<file path="src/rtl/irw_pkg.sv">
package irw_pkg;
    localparam int unsigned ADDR_W      = 5;
    localparam int unsigned BYTES_PER_W = 4;
    localparam logic [ADDR_W-1:0] A_CONFIG  = 5'd17;
    localparam logic [ADDR_W-1:0] A_RESTART = 5'd18;
    localparam logic [ADDR_W-1:0] A_IRQ_EN  = 5'd19;
    localparam logic [ADDR_W-1:0] A_IRQ_CLR = 5'd20;
    localparam logic [ADDR_W-1:0] A_TIMING  = 5'd21;
    localparam int unsigned CFG_RX_BIT   = 0;
    localparam int unsigned CFG_MEAS_BIT = 13;
    localparam int unsigned CFG_END_LSB  = 16;
    localparam int unsigned TIM_DG_LSB   = 16;
endpackage

</file>
<file path="src/rtl/irw_tick.sv">
module irw_tick #(
    parameter int unsigned PER_W = 16
) (
    input  logic             clk,
    input  logic             rst_n,
    input  logic             en,
    input  logic [PER_W-1:0] period,
    output logic             tick
);
    logic [PER_W-1:0] cnt_d, cnt_q;

    always_comb begin
        cnt_d = cnt_q;
        tick  = 1'b0;
        if (!en) begin
            cnt_d = period;
        end else if (cnt_q == '0) begin
            tick  = 1'b1;
            cnt_d = period;
        end else begin
            cnt_d = cnt_q - PER_W'(1);
        end
    end

    always_ff @(posedge clk or negedge rst_n) begin
        if (!rst_n) cnt_q <= '0;
        else        cnt_q <= cnt_d;
    end

    // with a nonzero period, two ticks never fall on adjacent clocks
    a_r10_tick_gap: assert property (@(posedge clk) disable iff (!rst_n)
        (tick && period != '0) |=> !tick);
endmodule

</file>
<file path="src/rtl/irw_filter.sv">
module irw_filter #(
    parameter int unsigned DG_W = 4
) (
    input  logic            clk,
    input  logic            rst_n,
    input  logic            tick,
    input  logic [DG_W-1:0] depth,
    input  logic            rx_raw,
    output logic            level
);
    typedef struct packed {
        logic            s1;
        logic            s2;
        logic            filt;
        logic [DG_W-1:0] cnt;
    } flt_t;

    flt_t f_d, f_q;
    logic [DG_W-1:0] need;

    always_comb begin
        need = (depth == '0) ? DG_W'(1) : depth;
        f_d    = f_q;
        f_d.s1 = rx_raw;
        f_d.s2 = f_q.s1;
        if (tick) begin
            if (f_q.s2 != f_q.filt) begin
                if (f_q.cnt + DG_W'(1) >= need) begin
                    f_d.filt = f_q.s2;
                    f_d.cnt  = '0;
                end else begin
                    f_d.cnt = f_q.cnt + DG_W'(1);
                end
            end else begin
                f_d.cnt = '0;
            end
        end
    end

    always_ff @(posedge clk or negedge rst_n) begin
        if (!rst_n) f_q <= '{s1: 1'b1, s2: 1'b1, filt: 1'b1, cnt: '0};
        else        f_q <= f_d;
    end

    assign level = f_q.filt;

    // the filtered level moves only on a sample tick
    a_r9_tick_only: assert property (@(posedge clk) disable iff (!rst_n)
        !tick |=> $stable(level));
endmodule

</file>
<file path="src/rtl/irw_measure.sv">
module irw_measure #(
    parameter int unsigned DEPTH = 68,
    parameter int unsigned END_W = 7,
    localparam int unsigned IDX_W = $clog2(DEPTH + 1),
    localparam int unsigned RUN_W = 8
) (
    input  logic               clk,
    input  logic               rst_n,
    input  logic               clear,
    input  logic               run,
    input  logic               tick,
    input  logic               active,
    input  logic [END_W-1:0]   end_cnt,
    output logic [DEPTH*8-1:0] cap_flat,
    output logic               fin
);
    typedef struct packed {
        logic             started;
        logic             mark;
        logic [RUN_W-1:0] len;
        logic [IDX_W-1:0] idx;
        logic             done;
    } ms_t;

    ms_t s_d, s_q;
    logic [7:0] mem_d [DEPTH];
    logic [7:0] mem_q [DEPTH];
    logic       wr;
    logic [7:0] wval;

    always_comb begin
        s_d  = s_q;
        mem_d = mem_q;
        fin  = 1'b0;
        wr   = 1'b0;
        wval = '0;
        if (clear) begin
            s_d = '0;
            for (int i = 0; i < DEPTH; i++) mem_d[i] = '0;
        end else if (run && tick && !s_q.done) begin
            if (!s_q.started) begin
                if (active) begin
                    s_d.started = 1'b1;
                    s_d.mark    = 1'b1;
                    s_d.len     = RUN_W'(1);
                end
            end else if (active == s_q.mark) begin
                if (!s_q.mark && s_q.len >= RUN_W'(end_cnt)) begin
                    wr       = 1'b1;
                    wval     = '0;
                    s_d.done = 1'b1;
                    fin      = 1'b1;
                end else if (s_q.len != '1) begin
                    s_d.len = s_q.len + RUN_W'(1);
                end
            end else begin
                wr       = 1'b1;
                wval     = s_q.len;
                s_d.mark = ~s_q.mark;
                s_d.len  = RUN_W'(1);
                if (s_q.idx < IDX_W'(DEPTH)) s_d.idx = s_q.idx + IDX_W'(1);
            end
            if (wr && s_q.idx < IDX_W'(DEPTH)) mem_d[s_q.idx] = wval;
        end
    end

    always_ff @(posedge clk or negedge rst_n) begin
        if (!rst_n) begin
            s_q <= '0;
            for (int i = 0; i < DEPTH; i++) mem_q[i] <= '0;
        end else begin
            s_q   <= s_d;
            mem_q <= mem_d;
        end
    end

    for (genvar g = 0; g < DEPTH; g++) begin : g_flat
        assign cap_flat[g*8 +: 8] = mem_q[g];
    end

    // the write index never passes the end of the buffer
    a_r5_idx_bound: assert property (@(posedge clk) disable iff (!rst_n)
        s_q.idx <= IDX_W'(DEPTH));
    // a finished message stays frozen until cleared
    a_r7_frozen: assert property (@(posedge clk) disable iff (!rst_n)
        (s_q.done && !clear) |=> (s_q.done && $stable(s_q.idx)));
    // a restart returns capture to the empty waiting state
    a_r8_restart: assert property (@(posedge clk) disable iff (!rst_n)
        clear |=> (!s_q.done && !s_q.started && s_q.idx == '0));
endmodule

</file>
<file path="src/rtl/irw_capture_top.sv">
module irw_capture_top
    import irw_pkg::*;
#(
    parameter int unsigned CAP_WORDS = 17,
    parameter int unsigned PER_W     = 16,
    parameter int unsigned DG_W      = 4,
    parameter int unsigned END_W     = 7,
    localparam int unsigned DEPTH    = CAP_WORDS * BYTES_PER_W
) (
    input  logic              clk,
    input  logic              rst_n,
    input  logic              reg_wr,
    input  logic [ADDR_W-1:0] reg_addr,
    input  logic [31:0]       reg_wdata,
    output logic [31:0]       reg_rdata,
    input  logic              ir_rx_n,
    output logic              irq
);
    typedef struct packed {
        logic             rx_en;
        logic             meas_en;
        logic [END_W-1:0] end_cnt;
        logic             irq_en;
        logic             pend;
        logic [PER_W-1:0] per;
        logic [DG_W-1:0]  dg;
    } ctl_t;

    ctl_t c_d, c_q;
    logic tick, level, fin, restart;
    logic [DEPTH*8-1:0] cap_flat;
    logic [31:0] cap_word [CAP_WORDS];

    assign restart = reg_wr && reg_addr == A_RESTART && reg_wdata[0];

    always_comb begin
        c_d = c_q;
        if (reg_wr) begin
            case (reg_addr)
                A_CONFIG: begin
                    c_d.rx_en   = reg_wdata[CFG_RX_BIT];
                    c_d.meas_en = reg_wdata[CFG_MEAS_BIT];
                    c_d.end_cnt = reg_wdata[CFG_END_LSB +: END_W];
                end
                A_IRQ_EN:  c_d.irq_en = reg_wdata[0];
                A_IRQ_CLR: if (reg_wdata[0]) c_d.pend = 1'b0;
                A_TIMING: begin
                    c_d.per = reg_wdata[PER_W-1:0];
                    c_d.dg  = reg_wdata[TIM_DG_LSB +: DG_W];
                end
                default: ;
            endcase
        end
        if (fin) c_d.pend = 1'b1;
    end

    always_ff @(posedge clk or negedge rst_n) begin
        if (!rst_n) c_q <= '{rx_en: 1'b0, meas_en: 1'b0, end_cnt: '0, irq_en: 1'b0,
                             pend: 1'b0, per: '0, dg: DG_W'(1)};
        else        c_q <= c_d;
    end

    irw_tick #(.PER_W(PER_W)) u_tick (
        .clk(clk), .rst_n(rst_n), .en(c_q.rx_en), .period(c_q.per), .tick(tick)
    );

    irw_filter #(.DG_W(DG_W)) u_filter (
        .clk(clk), .rst_n(rst_n), .tick(tick), .depth(c_q.dg),
        .rx_raw(ir_rx_n), .level(level)
    );

    irw_measure #(.DEPTH(DEPTH), .END_W(END_W)) u_measure (
        .clk(clk), .rst_n(rst_n), .clear(restart),
        .run(c_q.rx_en && c_q.meas_en), .tick(tick), .active(!level),
        .end_cnt(c_q.end_cnt), .cap_flat(cap_flat), .fin(fin)
    );

    for (genvar w = 0; w < CAP_WORDS; w++) begin : g_word
        assign cap_word[w] = cap_flat[w*32 +: 32];
    end

    always_comb begin
        reg_rdata = '0;
        if (int'(reg_addr) < CAP_WORDS) begin
            reg_rdata = cap_word[reg_addr];
        end else begin
            case (reg_addr)
                A_CONFIG: begin
                    reg_rdata[CFG_RX_BIT]            = c_q.rx_en;
                    reg_rdata[CFG_MEAS_BIT]          = c_q.meas_en;
                    reg_rdata[CFG_END_LSB +: END_W]  = c_q.end_cnt;
                end
                A_IRQ_EN:  reg_rdata[0] = c_q.irq_en;
                A_IRQ_CLR: reg_rdata[0] = c_q.pend;
                A_TIMING: begin
                    reg_rdata[PER_W-1:0]            = c_q.per;
                    reg_rdata[TIM_DG_LSB +: DG_W]   = c_q.dg;
                end
                default: ;
            endcase
        end
    end

    assign irq = c_q.pend && c_q.irq_en;

    // the end of a message always leaves the pending bit set
    a_r6_pending_set: assert property (@(posedge clk) disable iff (!rst_n)
        fin |=> c_q.pend);
    // pending only appears through a completion
    a_r6_pending_cause: assert property (@(posedge clk) disable iff (!rst_n)
        $rose(c_q.pend) |-> $past(fin));
endmodule

</file>
<file path="config.mk">
export PLATFORM = sky130hd
export DESIGN_NAME = irw_capture_top
export DESIGN_NICKNAME = d
export VERILOG_FILES = /design/src/rtl/irw_pkg.sv /design/src/rtl/irw_tick.sv /design/src/rtl/irw_filter.sv /design/src/rtl/irw_measure.sv /design/src/rtl/irw_capture_top.sv
export SDC_FILE = /design/constraint.sdc
export NUM_CORES = 1
export LEC_CHECK = 0
export CORE_UTILIZATION = 29
export DETAILED_ROUTE_END_ITERATION = 12
export DONT_BUFFER_PORTS = 1
export SLEW_MARGIN = 25
export SYNTH_ARGS = -nofsm -noshare
export SYNTH_HDL_FRONTEND = slang
export SYNTH_SLANG_ARGS = --single-unit
</file>
<file path="constraint.sdc">
create_clock -name clk -period 6.25 [get_ports clk]
set_clock_uncertainty 0.15 [all_clocks]
set_input_delay 0.625 -clock clk [delete_from_list [all_inputs] [get_ports clk]]
set_output_delay 0.625 -clock clk [all_outputs]
set_load 0.005 [all_outputs]
</file>
## Yosys cells after proc, flatten, opt, wreduce, memory -nomap -nowiden

Index checks and enable logic that the tools add are counted.

| operators by class | value |
|---|---|
| add/subtract/negate cells | 4 |
| magnitude comparators | 7 |
| equal/unequal tests | 13 |
| mux-type cells | 56 |
| bitwise logic cells | 3 |
| reductions and logical operators | 33 |

Operators by type and width:

| kind | count |
|---|---|
| $mux W544 | 3 |
| $bwmux W544 | 1 |
| $bmux W32 S5 | 1 |
| $mux W8 | 9 |
| $mux W32 | 2 |
| $demux W8 S7 | 1 |
| $mux W18 | 2 |
| $mux W16 | 2 |
| $eq A5 B5 Y1 const B | 5 |
| $mux W23 | 1 |
| $mux W21 | 1 |
| $mux W20 | 1 |
| $mux W1 | 18 |
| $mux W9 | 2 |
| $reduce_bool A2 Y1 | 9 |
| $logic_not A16 Y1 | 1 |
| $sub A16 B1 Y16 const B | 1 |
| $mux W7 | 2 |
| $mux W12 | 1 |
| $mux W4 | 3 |
| $reduce_and A4 Y1 | 3 |
| $mux W10 | 1 |
| $logic_and A1 B1 Y1 | 9 |
| $reduce_and A3 Y1 | 3 |
| other kinds (28) | 34 |

| storage, ports and cells | value |
|---|---|
| bits in registers | 616 |
| bits of input ports | 41 |
| output and inout port bits | 33 |
| logic and storage cells | 201 |

## Logic depth before layout (Yosys ltp)

Gate-level depths: netlist (run 1).

| logic depth | value |
|---|---|
| word-level depth | 11 |
| depth in mapped cells | 11 |

## By module

From an unflattened synthesis (run 1), not the netlist that was laid out.

| second synthesis, totals | value |
|---|---|
| cells, all modules | 2232 |
| area, all modules | 29696.0 µm² |

Modules (own cells, without submodules):

| module | instances | cells an instance | area each (µm²) |
|---|---|---|---|
| irw_measure | 1 | 1562 | 22434.0 |
| irw_capture_top | 1 | 532 | 5915.7 |
| irw_tick | 1 | 96 | 917.1 |
| irw_filter | 1 | 42 | 429.2 |

## Least setup slack after synthesis (run 1)

Ideal clock, no wire load.

| path | value |
|---|---|
| kind | input to output |
| from | input reg_addr[0] |
| to | output reg_rdata[13] |
| data arrival time | 2.537 ns |
| data required time | 5.475 ns |
| slack | 2.938 ns |
| stages on the path | 7 |
| path buffers | 3 |
| path through | clkbuf_1 -> buf_2 -> buf_1 -> mux4_2 -> mux2_2 -> nand2_1 -> o211ai_1 |

| on the way | value |
|---|---|
| word-level cells in the longest chain between the ends | 5 |
| elaborated cells on any way between the ends | 9 |
| classes of those cells | 1 x order compare; 2 x eq/ne; 5 x mux; 1 x bitwise |

Ends and longest elaborated chain:

| element | line | text |
|---|---|---|
| start, declared | irw_capture_top.sv:13 | `input logic [ADDR_W-1:0] reg_addr,` |
| $not A5 Y6 (not written as such) | irw_capture_top.sv:85 | `reg_rdata = cap_word[reg_addr];` |
| $bmux W32 S5 | irw_capture_top.sv:85 |  |
| $mux W32 (not written as such) (2 in a row) | irw_capture_top.sv:85 |  |
| $mux W23 (*) | irw_capture_top.sv:84 | `if (int'(reg_addr) < CAP_WORDS) begin` |
| end, declared | irw_capture_top.sv:15 | `output logic [31:0] reg_rdata,` |

Mark *: on every way between the ends. The rest lies on a longest branch, timed or not. The select of a mux whose other input is x is not followed.

## Worst setup path in the final report (run 1)

| path | value |
|---|---|
| from | register u_tick.cnt_q[5] |
| to | register u_measure.mem_q, in the netlist u_measure.cap_flat[354] |

| on the way | value |
|---|---|
| word-level cells in the longest chain between the ends | 7 |

Ends and longest elaborated chain:

| element | line | text |
|---|---|---|
| start, declared | irw_tick.sv:10 | `logic [PER_W-1:0] cnt_d, cnt_q;` |
| start signal, assigned | irw_tick.sv:27 | `else cnt_q <= cnt_d;` |
| $logic_not A16 Y1 | irw_tick.sv:17 | `end else if (cnt_q == '0) begin` |
| $mux W1 | irw_tick.sv:17 |  |
| $mux W1 | irw_tick.sv:15 | `if (!en) begin` |
| $logic_and A1 B1 Y1 (2 in a row) | irw_measure.sv:40 | `end else if (run && tick && !s_q.done) begin` |
| $reduce_bool A2 Y1 (no line) | - |  |
| $reduce_and A2 Y1 (no line) | - |  |
| end signal, assigned | irw_measure.sv:73 | `mem_q <= mem_d;` |
| end, declared | irw_measure.sv:27 | `logic [7:0] mem_q [DEPTH];` |

Every way passes these cells.
A chain may end at the register's enable or synchronous reset.

==> results of run 1 <==
==> kinds of logic after synthesis <==
logic type,synth area share [%]
AO/OA/AOI/OAI,21.4
flip-flops,55.4
AND/OR/NAND/NOR,4.21
multiplexers,14.1
buffers and inverters,3.29
XOR/XNOR,0.787
adder cells (fa/ha/maj),0.720
==> metal layers <==
metal | wire, µm | share of wire, % | track usage (%)
met5 | 0 | 0 | 0
met4 | 2800 | 3.6 | 6.08
met3 | 6020 | 7.7 | 3.15
met2 | 36200 | 46 | 24.5
met1 | 33600 | 43 | 22.2
==> power breakdown <==
group,switching [mW],internal [mW],total [mW]
clock,1.58,2.18,3.75
sequential,0.140,4.09,4.23
combinational,0.379,0.237,0.616
==> stage by stage <==
stage	util, %	cells	instance area [µm²]	worst slack, ps	hold WS, ps
2_1_floorplan	-	2016	27800	2940	179
3_3_place_gp	30.2	3146	28700	2230	196
3_5_place_dp	30.2	3146	28700	2190	197
4_1_cts	32.6	3277	31000	2150	-410
5_1_grt	32.7	3281	31100	2010	27.6
6_report	32.7	3282	31100	2130	-122
==> state kept, by name, indices dropped and copies added (netlist names) <==
register	flops
u_tick.cnt_q	16
c_q	31
u_measure.cap_flat	544
u_filter.f_d	1
u_filter.f_q	5
u_filter.level	1
u_measure.s_q	18
==> critical path: stages (launching register included) <==
cell     delay, ps
dfrtp_1        410
or4_1          710
nor4_4         350
nand3_4        240
nor3_4         440
and3_2         980
buf_4          520
a22o_1         220
==> synth_stat cells (14+ instances only) <==
cell type,instances
a21oi_1,63
a21oi_2,20
a222oi_1,22
a22o_1,544
and3_1,16
buf_1,23
buf_2,44
buf_6,25
clkbuf_1,49
dfrtp_1,612
ha_1,16
inv_1,18
mux2_2,54
mux2i_1,44
mux4_2,128
nand2_1,42
nand3_1,14
nor2_1,106
o21ai_0,46
xnor2_1,15
==> worst min-delay path by stage <==
stage,from,end
after floorplan,rst_n,c_q[10]
after CTS,rst_n,u_measure.cap_flat[163]
after global placement,u_filter.f_d[5],u_filter.f_q[5]
final,rst_n,u_measure.cap_flat[420]
after detailed placement,u_filter.f_d[5],u_filter.f_q[5]
after global routing,rst_n,u_measure.cap_flat[420]
==> repair_timing <==
item,in CTS,in global routing
hold buffers,24,1
endpoints found under the hold margin,643,12
setup endpoints to repair,0,0
resized for setup,0,0
==> final cells by class <==
class                           count  area [µm²]
Inverter                           18        67.6
Sequential cell                   616       15400
Timing Repair Buffer               44         453
Tap cell                         1265        1580
Fill cell                        9236       63900
Clock inverter                     14         129
Multi-Input combinational cell   1231       11500
Antenna cell                        1        2.50
Clock buffer                       93        1920
==> key figures, run 1 <==
Placed design
  – Port Buffer Count: 0
  – RePlAce Congestion: 0.877
  – Hpwl dp: 48.3 mm

Cells and area
  – Layout cells sized above 1: 17.4%
  – Most common cell after layout, fill and taps aside: dfrtp_1
  – Area Growth Syn to Fin: 11.8%
  – Final-stage net count: 2029
  – Most frequent cells in the layout: dfrtp_1 (612), a22o_1 (544), mux4_2 (128), nor2_1 (105)

Worst setup path
  – Reg-to-reg endpoint: u_measure.cap_flat[354]
  – R2r startpoint: u_tick.cnt_q[5]
  – CP Launch Point: u_tick.cnt_q[5]
  – Crit path max fanout: 42
  – Required time worst endpoint: 6660 ps
  – Critical path class: reg2reg
  – Crit end category: flip-flop
  – Crit path launch type: flip-flop
  – CP Capture Point: u_measure.cap_flat[354]
  – CP Data Arrival Time: 4530 ps
  – Reg2reg path depth: 7
  – Reg2reg setup slack: 2130 ps

Clock network
  – Worst-path clk slew: 60 ps
  – CTS Buf Count: 61
  – CTS Buffer Depth: 3
  – Clock root cell: clkbuf_16
  – Setup bufs post-CTS: 0
  – Clock sinks: 616
  – CTS tree: yes
  – Later-pin clock latency in the skew report: 630 ps
  – Htree depth: 2

Floorplanning
  – Die Height: 312 µm
  – I/O pins: 74
  – Die W: 312 µm
  – Initial Util: 29.3%
  – Area of the die: 97200 µm²
  – Site Rows: 113
  – Core area: 95000 µm²

Routing
  – ANT nets after route: 0
  – Iter 0 DRT Violations: 1859
  – Vias per cell: 5.73
  – DRC viols: 0
  – Average routed wire per standard cell: 23.9 µm
  – Pre-antenna DRT Iters: 6
  – Routed WL: 78.6 mm
  – Vias: 18800

Status
  – Failing checks: negative hold slack
  – Status: finished, violations left

Yosys
  – Area fraction of the dominant cell type after synthesis: 55.0%
  – Post-synth EDFFs: 0
  – Yosys cell types: 59
  – Register area share after synthesis: 55.4%
  – Ys async rst share: 100%
  – Yosys reg bits: 616
  – Post-synth design cell area: 27800 µm²
  – Dominant cell type by area after synthesis: dfrtp_1
  – Syn avg cell area: 13.8 µm²
  – Synth area leaders: dfrtp_1 (55%), a22o_1 (17%), mux4_2 (10%)
  – Post-synth top flop: dfrtp_1
  – Cells after Synth: 2016
  – Syn nets: 2073
  – YS warnings: 0

Timing
  – Worst-margin pin slew: 1150 ps
  – Max_slew headroom: 23.5%
  – Final Slew Violations: 0
  – Final worst path period need: 4120 ps
  – Sum Neg Setup Slack: 0 ps
  – Final setup fails: 0
  – RSZ-0062 raised after global routing: false
  – Hold_ws: -122 ps
  – Period utilisation layout: 66.0%
  – F_max: 0.243 GHz
  – Final hold violations: 29

Pwr
  – Total leakage power: 13.7 nW
  – Total power: 8.60 mW
  – Max IR drop VDD: 0.000193 V
  – P per Cell Area: 277 nW/µm²

Global route
  – Gr usage total: 16.0%
  – Vias in the first global route: 19500
  – Largest net degree at the start of global routing: 617
  – First-pass GRT wire length: 122 mm
  – Initial antenna violation count: 0
  – GR Overflow Total: 0

Hold path
  – Hold Path Class: in2async

Run
  – Max Cap Viol: 0
Power figures use the tool's default switching activity.
==> run 2, diff against run 1 <==
==> constraint.sdc (replaced) <==
create_clock -name clk -period 4.3 [get_ports clk]
set_clock_uncertainty 0.15 [all_clocks]
set_input_delay 0.43 -clock clk [delete_from_list [all_inputs] [get_ports clk]]
set_output_delay 0.43 -clock clk [all_outputs]
set_load 0.005 [all_outputs]
==> key figures, run 2 (synthesized netlist as in run 1, its figures left out) <==
Floorplanning
  – Area of the die: 97200 µm² (unchanged)
  – Site Rows: 113 (unchanged)
  – Core area: 95000 µm² (unchanged)
  – Die Height: 312 µm (unchanged)
  – Die W: 312 µm (unchanged)
  – Initial Util: 29.3% (unchanged)
  – I/O pins: 74 (unchanged)

Routing
  – ANT nets after route: 0 (unchanged)
  – Vias: 19000 (+0.82%)
  – Vias per cell: 5.73 (about the same)
  – Routed WL: 78.8 mm (+0.23%)
  – DRC viols: 0 (unchanged)
  – Pre-antenna DRT Iters: 9 (+3)
  – Iter 0 DRT Violations: 1820 (-2.1%)
  – Average routed wire per standard cell: 23.8 µm (-0.62%)

Placed design
  – RePlAce Congestion: 0.866 (-1.3%)
  – Hpwl dp: 47.4 mm (-1.8%)
  – Port Buffer Count: 0 (unchanged)
  – Pre-CTS WS: 668 ps (-1520 ps)

Hold path
  – Hold Path Class: in2reg

Clock network
  – CTS Buffer Depth: 3 (unchanged)
  – Clock sinks: 616 (unchanged)
  – Hold buffers post-CTS: 27 (+13%)
  – Resize count post-CTS: 0 (unchanged)
  – Htree depth: 3 (+1)
  – Worst-path clk slew: 60 ps (about the same)
  – Clock root cell: clkbuf_16
  – CTS tree: yes
  – Later-pin clock latency in the skew report: 620 ps (about the same)
  – Setup bufs post-CTS: 0 (unchanged)
  – CTS Buf Count: 66 (+8.2%)

Cells and area
  – Number of flip-flops in the largest register: 544 (unchanged)
  – Most frequent cells in the layout: dfrtp_1 (612), a22o_1 (544), mux4_2 (128), nor2_1 (105), clkbuf_16 (67)
  – Layout cells sized above 1: 18.0% (+0.63 points)
  – Area Growth Syn to Fin: 13.2%
  – Antenna fix cells: 0 (-1)
  – Final-stage net count: 2051 (+1.1%)
  – Most common cell after layout, fill and taps aside: dfrtp_1
  – Fin util: 33.2% (+0.42 points)

Timing
  – Final Slew Violations: 0 (unchanged)
  – Max_slew headroom: 36.3% (+13 points)
  – Final hold violations: 0 (-100%)
  – Final worst slack: 546 ps (-1580 ps)
  – Final worst path period need: 3750 ps (-369 ps)
  – F_max: 0.266 GHz (+9.8%)
  – Sum Neg Setup Slack: 0 ps (unchanged)
  – Final setup fails: 0 (unchanged)
  – Hold_ws: 49.6 ps (+172 ps)
  – Period utilisation layout: 87.3% (+21 points)
  – Worst-margin pin slew: 953 ps (-194 ps)
  – RSZ-0062 raised after global routing: false

Pwr
  – Max IR drop VDD: 0.000312 V (+61%)
  – P per Cell Area: 408 nW/µm² (+48%)
  – Total leakage power: 13.8 nW (+1.4%)

Global route
  – First-pass GRT wire length: 123 mm (+0.35%)
  – Initial antenna violation count: 0 (unchanged)
  – Largest net degree at the start of global routing: 617 (unchanged)
  – Gr usage total: 16.1% (+0.17 points)
  – Vias in the first global route: 19400 (-0.38%)
  – GR Overflow Total: 0 (unchanged)

Status
  – Status: complete, no violations

Worst setup path
  – CP Data Arrival Time: 4140 ps (-390 ps)
  – Crit end category: flip-flop
  – Crit path launch type: flip-flop
  – Required time worst endpoint: 4680 ps (-1980 ps)
  – Crit path max fanout: 38 (-9.5%)
  – Critical path class: reg2reg

Run
  – Max Cap Viol: 0 (unchanged)
run 2: worst paths after layout:
path | from | endpoint | slack, ps | depth (start not counted)
setup / recovery | u_tick.cnt_q[5] | u_measure.cap_flat[422] | 550 | 7
hold / removal | reg_addr[3] | c_q[20] | 50 | 3
min in group asynchronous | rst_n | u_measure.cap_flat[163] | 270 | 2
hold reg to reg | u_filter.f_d[5] | u_filter.f_q[5] | 190 | 0
setup reg to reg | u_tick.cnt_q[5] | u_measure.cap_flat[422] | 550 | 7
max in group asynchronous | rst_n | u_measure.cap_flat[20] | 1610 | 4
run 2: metrics by stage:
stage	power (mW)	instances	area, µm²
floorplan	6.85	2016	27800
global placement	6.99	3159	28900
detailed placement	7.01	3159	28900
CTS	12.8	3305	31400
global route	13.3	3310	31500
finish	12.9	3310	31500
run 2: cell type report:
cell class | count | area, µm²
inverter | 18 | 67.6
timing repair buffer | 61 | 721
multi-input combinational | 1231 | 11500
fill | 9223 | 63500
clock inverter | 25 | 294
sequential | 616 | 15400
tap | 1265 | 1580
clock buffer | 94 | 1910
run 2: report_power, final:
group / total (mW) / leakage (nW) / internal, mW / switching, mW
clock network: 5.80 / 1.09 / 3.41 / 2.39
registers: 6.15 / 8.50 / 5.95 / 0.199
logic: 0.920 / 4.26 / 0.356 / 0.565
total: 12.9 / 13.8 / 9.72 / 3.15
run 2: metal layers:
| layer | GRT usage [%] | up-vias | routed length, µm | part of all wire, % |
|---|---|---|---|---|
| met2 | 24.5 | 758 | 36300 | 46 |
| met3 | 3.53 | 132 | 5650 | 7.2 |
| met4 | 4.92 | 0 | 2120 | 2.7 |
| met5 | 0 | - | 0 | 0 |
| li1 | - | 7951 | - | - |
| met1 | 22.9 | 10100 | 34700 | 44 |
run 2: critical path, stage by stage, from the launching register on:
cell and delay (ps):
dfrtp_1 410, or4_1 710, nor4_4 360, nand3_4 240, nor3_4 490, and3_2 740
buf_12 320, a22o_1 200
